`config.mk`:
```
export PLATFORM = sky130hd
export DESIGN_NAME = row_seq
export DESIGN_NICKNAME = d
export VERILOG_FILES = /design/src/rtl/rowseq_pkg.sv /design/src/rtl/rowseq_pwr.sv /design/src/rtl/rowseq_timer.sv /design/src/rtl/rowseq_ptr.sv /design/src/rtl/row_seq.sv
export SDC_FILE = /design/constraint.sdc
export NUM_CORES = 1
export LEC_CHECK = 0
export ABC_AREA = 1
export BUFFER_PORTS_ARGS = -buffer_cell sky130_fd_sc_hd__buf_2
export CAP_MARGIN = 5
export CORE_UTILIZATION = 47
export CTS_CLUSTER_DIAMETER = 60
export DETAILED_ROUTE_END_ITERATION = 7
export PLACE_DENSITY = 0.67
export SLEW_MARGIN = 10
export SYNTH_ARGS = -nofsm -noshare
export SYNTH_HDL_FRONTEND = slang
export SYNTH_SLANG_ARGS = --single-unit
```
`constraint.sdc`:
```
create_clock -name clk -period 5.28 [get_ports clk]
set_input_delay 0.264 -clock clk [delete_from_list [all_inputs] [get_ports clk]]
set_output_delay 0.264 -clock clk [all_outputs]
set_load 0.02 [all_outputs]
```
`src/rtl/rowseq_pkg.sv`:
```
package rowseq_pkg;
  typedef enum logic [1:0] {
    OP_REC  = 2'd0,
    OP_PLAY = 2'd1,
    OP_CUE  = 2'd2
  } op_e;

  typedef enum logic [1:0] {
    PW_OFF  = 2'd0,
    PW_WARM = 2'd1,
    PW_ON   = 2'd2
  } pw_e;
endpackage

```
`src/rtl/rowseq_pwr.sv`:
```
module rowseq_pwr
  import rowseq_pkg::*;
#(
  parameter int PUD_TICKS = 200
) (
  input  logic clk,
  input  logic rst,
  input  logic tick,
  input  logic up_req,
  input  logic down_req,
  output logic ready
);
  localparam int PW = $clog2(PUD_TICKS + 1);

  pw_e           st_q;
  logic [PW-1:0] cnt_q;

  // Warm-up sequencer: OFF -> WARM (PUD_TICKS strobes) -> ON
  always_ff @(posedge clk) begin
    if (rst) begin
      st_q  <= PW_OFF;
      cnt_q <= '0;
    end else if (down_req) begin
      st_q  <= PW_OFF;
      cnt_q <= '0;
    end else begin
      case (st_q)
        PW_OFF: begin
          if (up_req) begin
            st_q  <= PW_WARM;
            cnt_q <= '0;
          end
        end
        PW_WARM: begin
          if (tick) begin
            if (cnt_q == PW'(PUD_TICKS - 1)) st_q <= PW_ON;
            else                             cnt_q <= cnt_q + 1'b1;
          end
        end
        default: ;
      endcase
    end
  end

  assign ready = (st_q == PW_ON);
endmodule

```
`src/rtl/rowseq_timer.sv`:
```
module rowseq_timer #(
  parameter int ROW_HI = 1400,
  parameter int ROW_LO = 200,
  parameter int CUE_HI = 7,
  parameter int CUE_LO = 1
) (
  input  logic clk,
  input  logic rst,
  input  logic step,
  input  logic hold,
  input  logic start,
  input  logic start_stretch,
  input  logic cue_cur,
  input  logic run_cur,
  input  logic cue_nxt,
  input  logic run_nxt,
  output logic row_end,
  output logic row_clk
);
  localparam int CW = $clog2(ROW_HI + 2 * ROW_LO + 1);

  logic [CW-1:0] cnt_q, cnt_n, last_cnt;
  logic          str_q, str_n;

  function automatic logic [CW-1:0] hi_of(input logic cue, input logic str);
    logic [CW-1:0] base;
    base = cue ? CW'(CUE_HI) : CW'(ROW_HI);
    return base + (str ? CW'(ROW_LO) : CW'(0));
  endfunction

  function automatic logic [CW-1:0] lo_of(input logic cue);
    return cue ? CW'(CUE_LO) : CW'(ROW_LO);
  endfunction

  assign last_cnt = hi_of(cue_cur, str_q) + lo_of(cue_cur) - 1'b1;
  assign row_end  = run_cur & step & ~hold & (cnt_q == last_cnt);

  always_comb begin
    cnt_n = cnt_q;
    str_n = str_q;
    if (start) begin
      cnt_n = '0;
      str_n = start_stretch;
    end else if (!hold && run_cur && step) begin
      if (cnt_q == last_cnt) begin
        cnt_n = '0;
        str_n = 1'b0;
      end else begin
        cnt_n = cnt_q + 1'b1;
      end
    end
  end

  // Row clock registered from next-state values so the pin never glitches
  always_ff @(posedge clk) begin
    if (rst) begin
      cnt_q   <= '0;
      str_q   <= 1'b0;
      row_clk <= 1'b1;
    end else begin
      cnt_q   <= cnt_n;
      str_q   <= str_n;
      row_clk <= !(run_nxt && (cnt_n >= hi_of(cue_nxt, str_n)));
    end
  end
endmodule

```
`src/rtl/rowseq_ptr.sv`:
```
module rowseq_ptr #(
  parameter int ROWS = 1200,
  localparam int AW = $clog2(ROWS)
) (
  input  logic          clk,
  input  logic          rst,
  input  logic          load,
  input  logic [AW-1:0] load_val,
  input  logic          adv,
  output logic [AW-1:0] ptr,
  output logic          at_last
);
  always_ff @(posedge clk) begin
    if (rst)       ptr <= '0;
    else if (load) ptr <= load_val;
    else if (adv)  ptr <= ptr + 1'b1;
  end

  assign at_last = (ptr == AW'(ROWS - 1));
endmodule

```
`src/rtl/row_seq.sv`:
```
module row_seq
  import rowseq_pkg::*;
#(
  parameter int ROWS      = 1200,
  parameter int ROW_HI    = 1400,
  parameter int ROW_LO    = 200,
  parameter int CUE_HI    = 7,
  parameter int CUE_LO    = 1,
  parameter int PUD_TICKS = 200,
  localparam int AW = $clog2(ROWS)
) (
  input  logic          clk,
  input  logic          rst,
  input  logic          cmd_valid,
  input  logic          cmd_pwr,
  input  logic          cmd_run,
  input  logic          cmd_play,
  input  logic          cmd_cue,
  input  logic          cmd_keep,
  input  logic [AW-1:0] cmd_addr,
  input  logic          smp_tick,
  input  logic          eom_mark,
  output logic [AW-1:0] row_ptr,
  output logic          ovf_flag,
  output logic          eom_flag,
  output logic          irq,
  output logic          row_clk,
  output logic          busy,
  output logic          rejected
);
  op_e  mode_q, mode_n, req_mode;
  logic keep_q, keep_n;
  logic busy_n, ovf_n, eom_n, irq_n, rej_n;
  logic pw_ready, step, row_end, at_last;
  logic t_start, ld, adv;

  assign req_mode = cmd_play ? (cmd_cue ? OP_CUE : OP_PLAY) : OP_REC;
  assign step     = (mode_q == OP_CUE) | smp_tick;

  rowseq_pwr #(.PUD_TICKS(PUD_TICKS)) pwr_i (
    .clk      (clk),
    .rst      (rst),
    .tick     (smp_tick),
    .up_req   (cmd_valid & cmd_pwr),
    .down_req (cmd_valid & ~cmd_pwr),
    .ready    (pw_ready)
  );

  rowseq_timer #(
    .ROW_HI(ROW_HI), .ROW_LO(ROW_LO), .CUE_HI(CUE_HI), .CUE_LO(CUE_LO)
  ) tmr_i (
    .clk           (clk),
    .rst           (rst),
    .step          (step),
    .hold          (cmd_valid),
    .start         (t_start),
    .start_stretch (mode_n == OP_REC),
    .cue_cur       (mode_q == OP_CUE),
    .run_cur       (busy),
    .cue_nxt       (mode_n == OP_CUE),
    .run_nxt       (busy_n),
    .row_end       (row_end),
    .row_clk       (row_clk)
  );

  rowseq_ptr #(.ROWS(ROWS)) ptr_i (
    .clk      (clk),
    .rst      (rst),
    .load     (ld),
    .load_val (cmd_addr),
    .adv      (adv),
    .ptr      (row_ptr),
    .at_last  (at_last)
  );

  // Command handling has priority; row events are processed only between commands
  always_comb begin
    busy_n  = busy;
    mode_n  = mode_q;
    keep_n  = keep_q;
    ovf_n   = ovf_flag;
    eom_n   = eom_flag;
    irq_n   = irq;
    rej_n   = rejected;
    t_start = 1'b0;
    ld      = 1'b0;
    adv     = 1'b0;
    if (cmd_valid) begin
      ovf_n = 1'b0;
      eom_n = 1'b0;
      irq_n = 1'b0;
      if (!cmd_pwr) begin
        busy_n = 1'b0;
        rej_n  = 1'b0;
      end else if (!pw_ready) begin
        rej_n = cmd_run;
      end else begin
        rej_n = 1'b0;
        if (cmd_run) begin
          mode_n  = req_mode;
          keep_n  = cmd_keep;
          busy_n  = 1'b1;
          ld      = !cmd_keep;
          t_start = !cmd_keep || !busy || (req_mode != mode_q);
        end else begin
          busy_n = 1'b0;
        end
      end
    end else if (busy) begin
      if (eom_mark && step && (mode_q != OP_REC)) begin
        eom_n  = 1'b1;
        irq_n  = 1'b1;
        busy_n = 1'b0;
        if (mode_q == OP_CUE) begin
          if (at_last) ovf_n = 1'b1;
          else         adv   = 1'b1;
        end
      end else if (row_end && keep_q) begin
        if (at_last) begin
          ovf_n  = 1'b1;
          irq_n  = 1'b1;
          busy_n = 1'b0;
        end else begin
          adv = 1'b1;
        end
      end
    end
  end

  always_ff @(posedge clk) begin
    if (rst) begin
      busy     <= 1'b0;
      mode_q   <= OP_PLAY;
      keep_q   <= 1'b0;
      ovf_flag <= 1'b0;
      eom_flag <= 1'b0;
      irq      <= 1'b0;
      rejected <= 1'b0;
    end else begin
      busy     <= busy_n;
      mode_q   <= mode_n;
      keep_q   <= keep_n;
      ovf_flag <= ovf_n;
      eom_flag <= eom_n;
      irq      <= irq_n;
      rejected <= rej_n;
    end
  end
endmodule

```
==> results.yml <==
global_routing:
  wire_length_of_the_first_global_routing_pass_mm: 11.2
  antenna_found_initial: 0
  via_count_of_the_first_global_routing_pass: 2568
  global_route.usage.total_pct: 22.1
  global_route.overflow_total: 0
  grt_max_degree: 29
power:
  power_density_nw_per_um2: 188
  pwr-share-comb_pct: 4.7
  cellInternalPower_mw: 0.469
  clock_power_share_pct: 42.0
  worst_ir_drop_vdd_uv: 104
  switching_share_pct: 21.4
  cellLeakagePower_nw: 1.53
  p_seq_share_pct: 53.4
  total_switching_power_mw: 0.128
die:
  die_area_um2: 6380
  die_width_um: 79.9
  initial_utilization_pct: 50.2
  placement_rows: 27
  boundaryPins: 38
  die_height_um: 79.9
  floorplan.core_area_um2: 5680
routing:
  vias_per_cell: 5.10
  antenna_violating_nets_left: 0
  via_count: 2795
  remaining_drc_errors: 0
  postRouteWirelength_mm: 6.53
  drt-pass1-iter-count: 4
  wire_length_per_cell_um: 11.9
  initialDrtViolationCount: 144
clock_network:
  cts_hold_buffers: 0
  clock_insertion_delay_worst_skew_ps: 290
  post_cts_buffers: 0
  clock_tree_from_tritoncts: "done"
  cts_buf_count: 5
  cts.path.max_buffers: 2
  clkTransAtPathRegs_ps: 80
  root_buffer: "sky130_fd_sc_hd__clkbuf_8"
  cts-htree-levels: 2
  cts_repair_resize_count: 0
  tritoncts_num_sinks: 42
yosys:
  synth_async_sr_flop_share_pct: 0
  mappedNetlistArea_um2: 2850
  synthesis.yosys.warnings: 0
  mappedNetlistNets: 481
  post_synth_inst_count: 439
  yosys_register_bits: 42
  yosys_most_used_dff: "sky130_fd_sc_hd__dfxtp_1"
  synth_seq_area_share_pct: 29.5
  synth_edf_count: 0
  library_cells_used_by_synthesis: 39
  postSynthAreaPerCell_um2: 6.49
min_path:
  min_path_type: "in2reg"
  hold_depth: 2
final_layout:
  final.fill_count: 602
  area_growth_syn_to_layout_pct: 11.7
  drive_above_1_share_pct: 12.6
  utilization_after_layout_pct: 56.1
  insertedDiodeCount: 0
  most-common-layout-cells: "sky130_fd_sc_hd__nand2_1, sky130_fd_sc_hd__inv_1, sky130_fd_sc_hd__nor2_1"
  finalNetCount: 517
  layout_commonest_cell: "sky130_fd_sc_hd__nand2_1"
critical_path:
  crit_slowest_cell: "sky130_fd_sc_hd__dfxtp_1"
  family_with_the_most_delay_on_the_worst_path: "simple AND/OR/NAND/NOR gates"
  critical_path_cell_count: 19
  path_max_fanout: 18
  timing.critical_path.arrival_ps: 3480
  cp_common_cell: "sky130_fd_sc_hd__nand2_1"
  critical_path_buffers_and_inverters: 3
  cp_slowest_stage_delay_ps: 420
  crit_chain: "nand2_2 -> ha_1 -> inv_1 -> nand2_1 -> nand2_1 -> nand3_1 -> nor2_1 -> nand2_1 -> nand2_1 -> o21ai_1 -> inv_1 -> ha_1 -> inv_1 -> ha_1 -> a21oi_1 -> nor2_1 -> a211oi_1 -> nand4_1 -> nand3_1"
  ff2ff_path_depth: 19
  required_time_reported_for_the_critical_path_endpoint_ps: 5510
  start_kind: "flip-flop"
  criticalPathCategory: "reg2reg"
  critPathCaptureType: "flip-flop"
sta:
  final_report_max_slew_violation_count: 0
  setup_tns_ps: 0
  maxClockFrequency_ghz: 0.308
  fin_worst_skew_ps: 11.6
  timing.slew.headroom_pct: 58.4
  tightestPinTransition_ps: 624
  layout_worst_path_cycle_share_pct: 61.6
  post-route-min-period_ps: 3250
  count_of_final_hold_check_violations: 0
  setup_viol: 0
  setup_repair_after_global_routing_missed_its_margin: "false"
run:
  max_cap_viol_count: 0
place:
  hpwlAfterDp_mm: 5.04
  routabilityCongestion: 0.839
  placement.io_buffers: 37
run_status:
  run_status: "complete, no violations"
through the flow:
step                std cells  setup slack [ps]  hold WS (ps)  total power [mW]  instance area (um^2)
floorplan                 439              2690           427             0.342                  2850
CTS                       548              2020           237             0.606                  3180
global route              548              1690           231             0.624                  3180
finish                    548              2030           247             0.597                  3180
global placement          540              2240           443             0.354                  3080
detailed placement        540              2040           455             0.354                  3080
cells in the mapped netlist, types with 2 or more instances:
cell type                  number  area, um^2
sky130_fd_sc_hd__nand4_1       10        62.6
sky130_fd_sc_hd__nor2_2         3        18.8
sky130_fd_sc_hd__o21ai_0       26         130
sky130_fd_sc_hd__nor4_1         3        18.8
sky130_fd_sc_hd__nand3_1       32         160
sky130_fd_sc_hd__and3_1         2        12.5
sky130_fd_sc_hd__ha_1          21         263
sky130_fd_sc_hd__nor3_1        20         100
sky130_fd_sc_hd__nand2_2        2        12.5
sky130_fd_sc_hd__xor2_1         5        43.8
sky130_fd_sc_hd__nor3b_1        2        15.0
sky130_fd_sc_hd__o31ai_1        2        15.0
sky130_fd_sc_hd__nand2_1      103         387
sky130_fd_sc_hd__inv_1         58         218
sky130_fd_sc_hd__nor2_1        55         206
sky130_fd_sc_hd__clkbuf_1       2        7.51
sky130_fd_sc_hd__a21oi_1       21         105
sky130_fd_sc_hd__o21ai_2        2        17.5
sky130_fd_sc_hd__a211oi_1       2        15.0
sky130_fd_sc_hd__dfxtp_1       42         841
sky130_fd_sc_hd__buf_2          3        15.0
sky130_fd_sc_hd__or2_2          2        12.5
sky130_fd_sc_hd__o21a_1         3        22.5
sky130_fd_sc_hd__inv_2          3        11.3
cell families (layout without fill, tap and decap cells):
family          Yosys count  count (layout)  synth area share, %
buf+inv                  69             106                 9.75
compound gates           62              62                 12.6
xor+xnor                  6               6                 1.84
fa+ha+maj                21              21                 9.22
flops                    42              42                 29.5
simple gates            239             239                 37.1
final cells by class:
| class | instances | area (um^2) | area share, % |
|---|---|---|---|
| tap | 72 | 90.1 | 2.83 |
| multi-input combinational | 328 | 1730 | 54.4 |
| inverter | 61 | 229 | 7.20 |
| timing repair buffer | 37 | 185 | 5.82 |
| clock buffer | 7 | 76.3 | 2.40 |
| sequential | 42 | 841 | 26.4 |
| clock inverter | 1 | 30.0 | 0.944 |
power groups by stage:
| stage | Clock, mW | Sequential, mW | Combinational [mW] |
|---|---|---|---|
| 3_5_place_dp | 0 | 0.326 | 0.0279 |
| 3_3_place_gp | 0 | 0.326 | 0.0280 |
| 5_1_grt | 0.274 | 0.319 | 0.0314 |
| 6_report | 0.250 | 0.318 | 0.0279 |
| 4_1_cts | 0.259 | 0.318 | 0.0280 |
| 2_1_floorplan | 0 | 0.326 | 0.0155 |
worst reg2reg max path: cells and delay by family, from the launching register on:
family / cells / cell delay (ps)
AND/OR/NAND/NOR: 10 / 1160
buffers and inverters: 3 / 290
adder cells (fa/ha/maj): 3 / 810
AO/OA/AOI/OAI: 3 / 520
flip-flops: 1 / 420
flip-flops by register name, indices dropped and copies added (netlist names):
name / cells
eom_flag: 1
rejected: 1
tmr_i.row_clk: 1
irq: 1
tmr_i.str_q: 1
pwr_i.st_q: 2
mode_q: 2
tmr_i.cnt_q: 11
ovf_flag: 1
busy: 1
pwr_i.cnt_q: 8
ptr_i.ptr: 11
keep_q: 1
per-layer routing:
layer / vias to the layer above / global-route usage, % / wire [um]
li1: 1502 / - / -
met1: 1225 / 30.5 / 3310
met2: 61 / 35.9 / 2860
met3: 7 / 3.54 / 292
met4: 0 / 4.82 / 66
met5: - / 0 / 0
final timing paths:
check / from / to / slack [ps]
hold / removal: cmd_run / rejected$_SDFFE_PP0P_ / 250
hold reg to reg: eom_flag$_SDFFE_PP0P_ / eom_flag$_SDFFE_PP0P_ / 470
setup / recovery: mode_q[1]$_SDFF_PP0_ / tmr_i.row_clk$_SDFF_PP1_ / 2030
setup reg to reg: mode_q[1]$_SDFF_PP0_ / tmr_i.row_clk$_SDFF_PP1_ / 2030
Note: power is estimated with default switching activity, not from simulation.
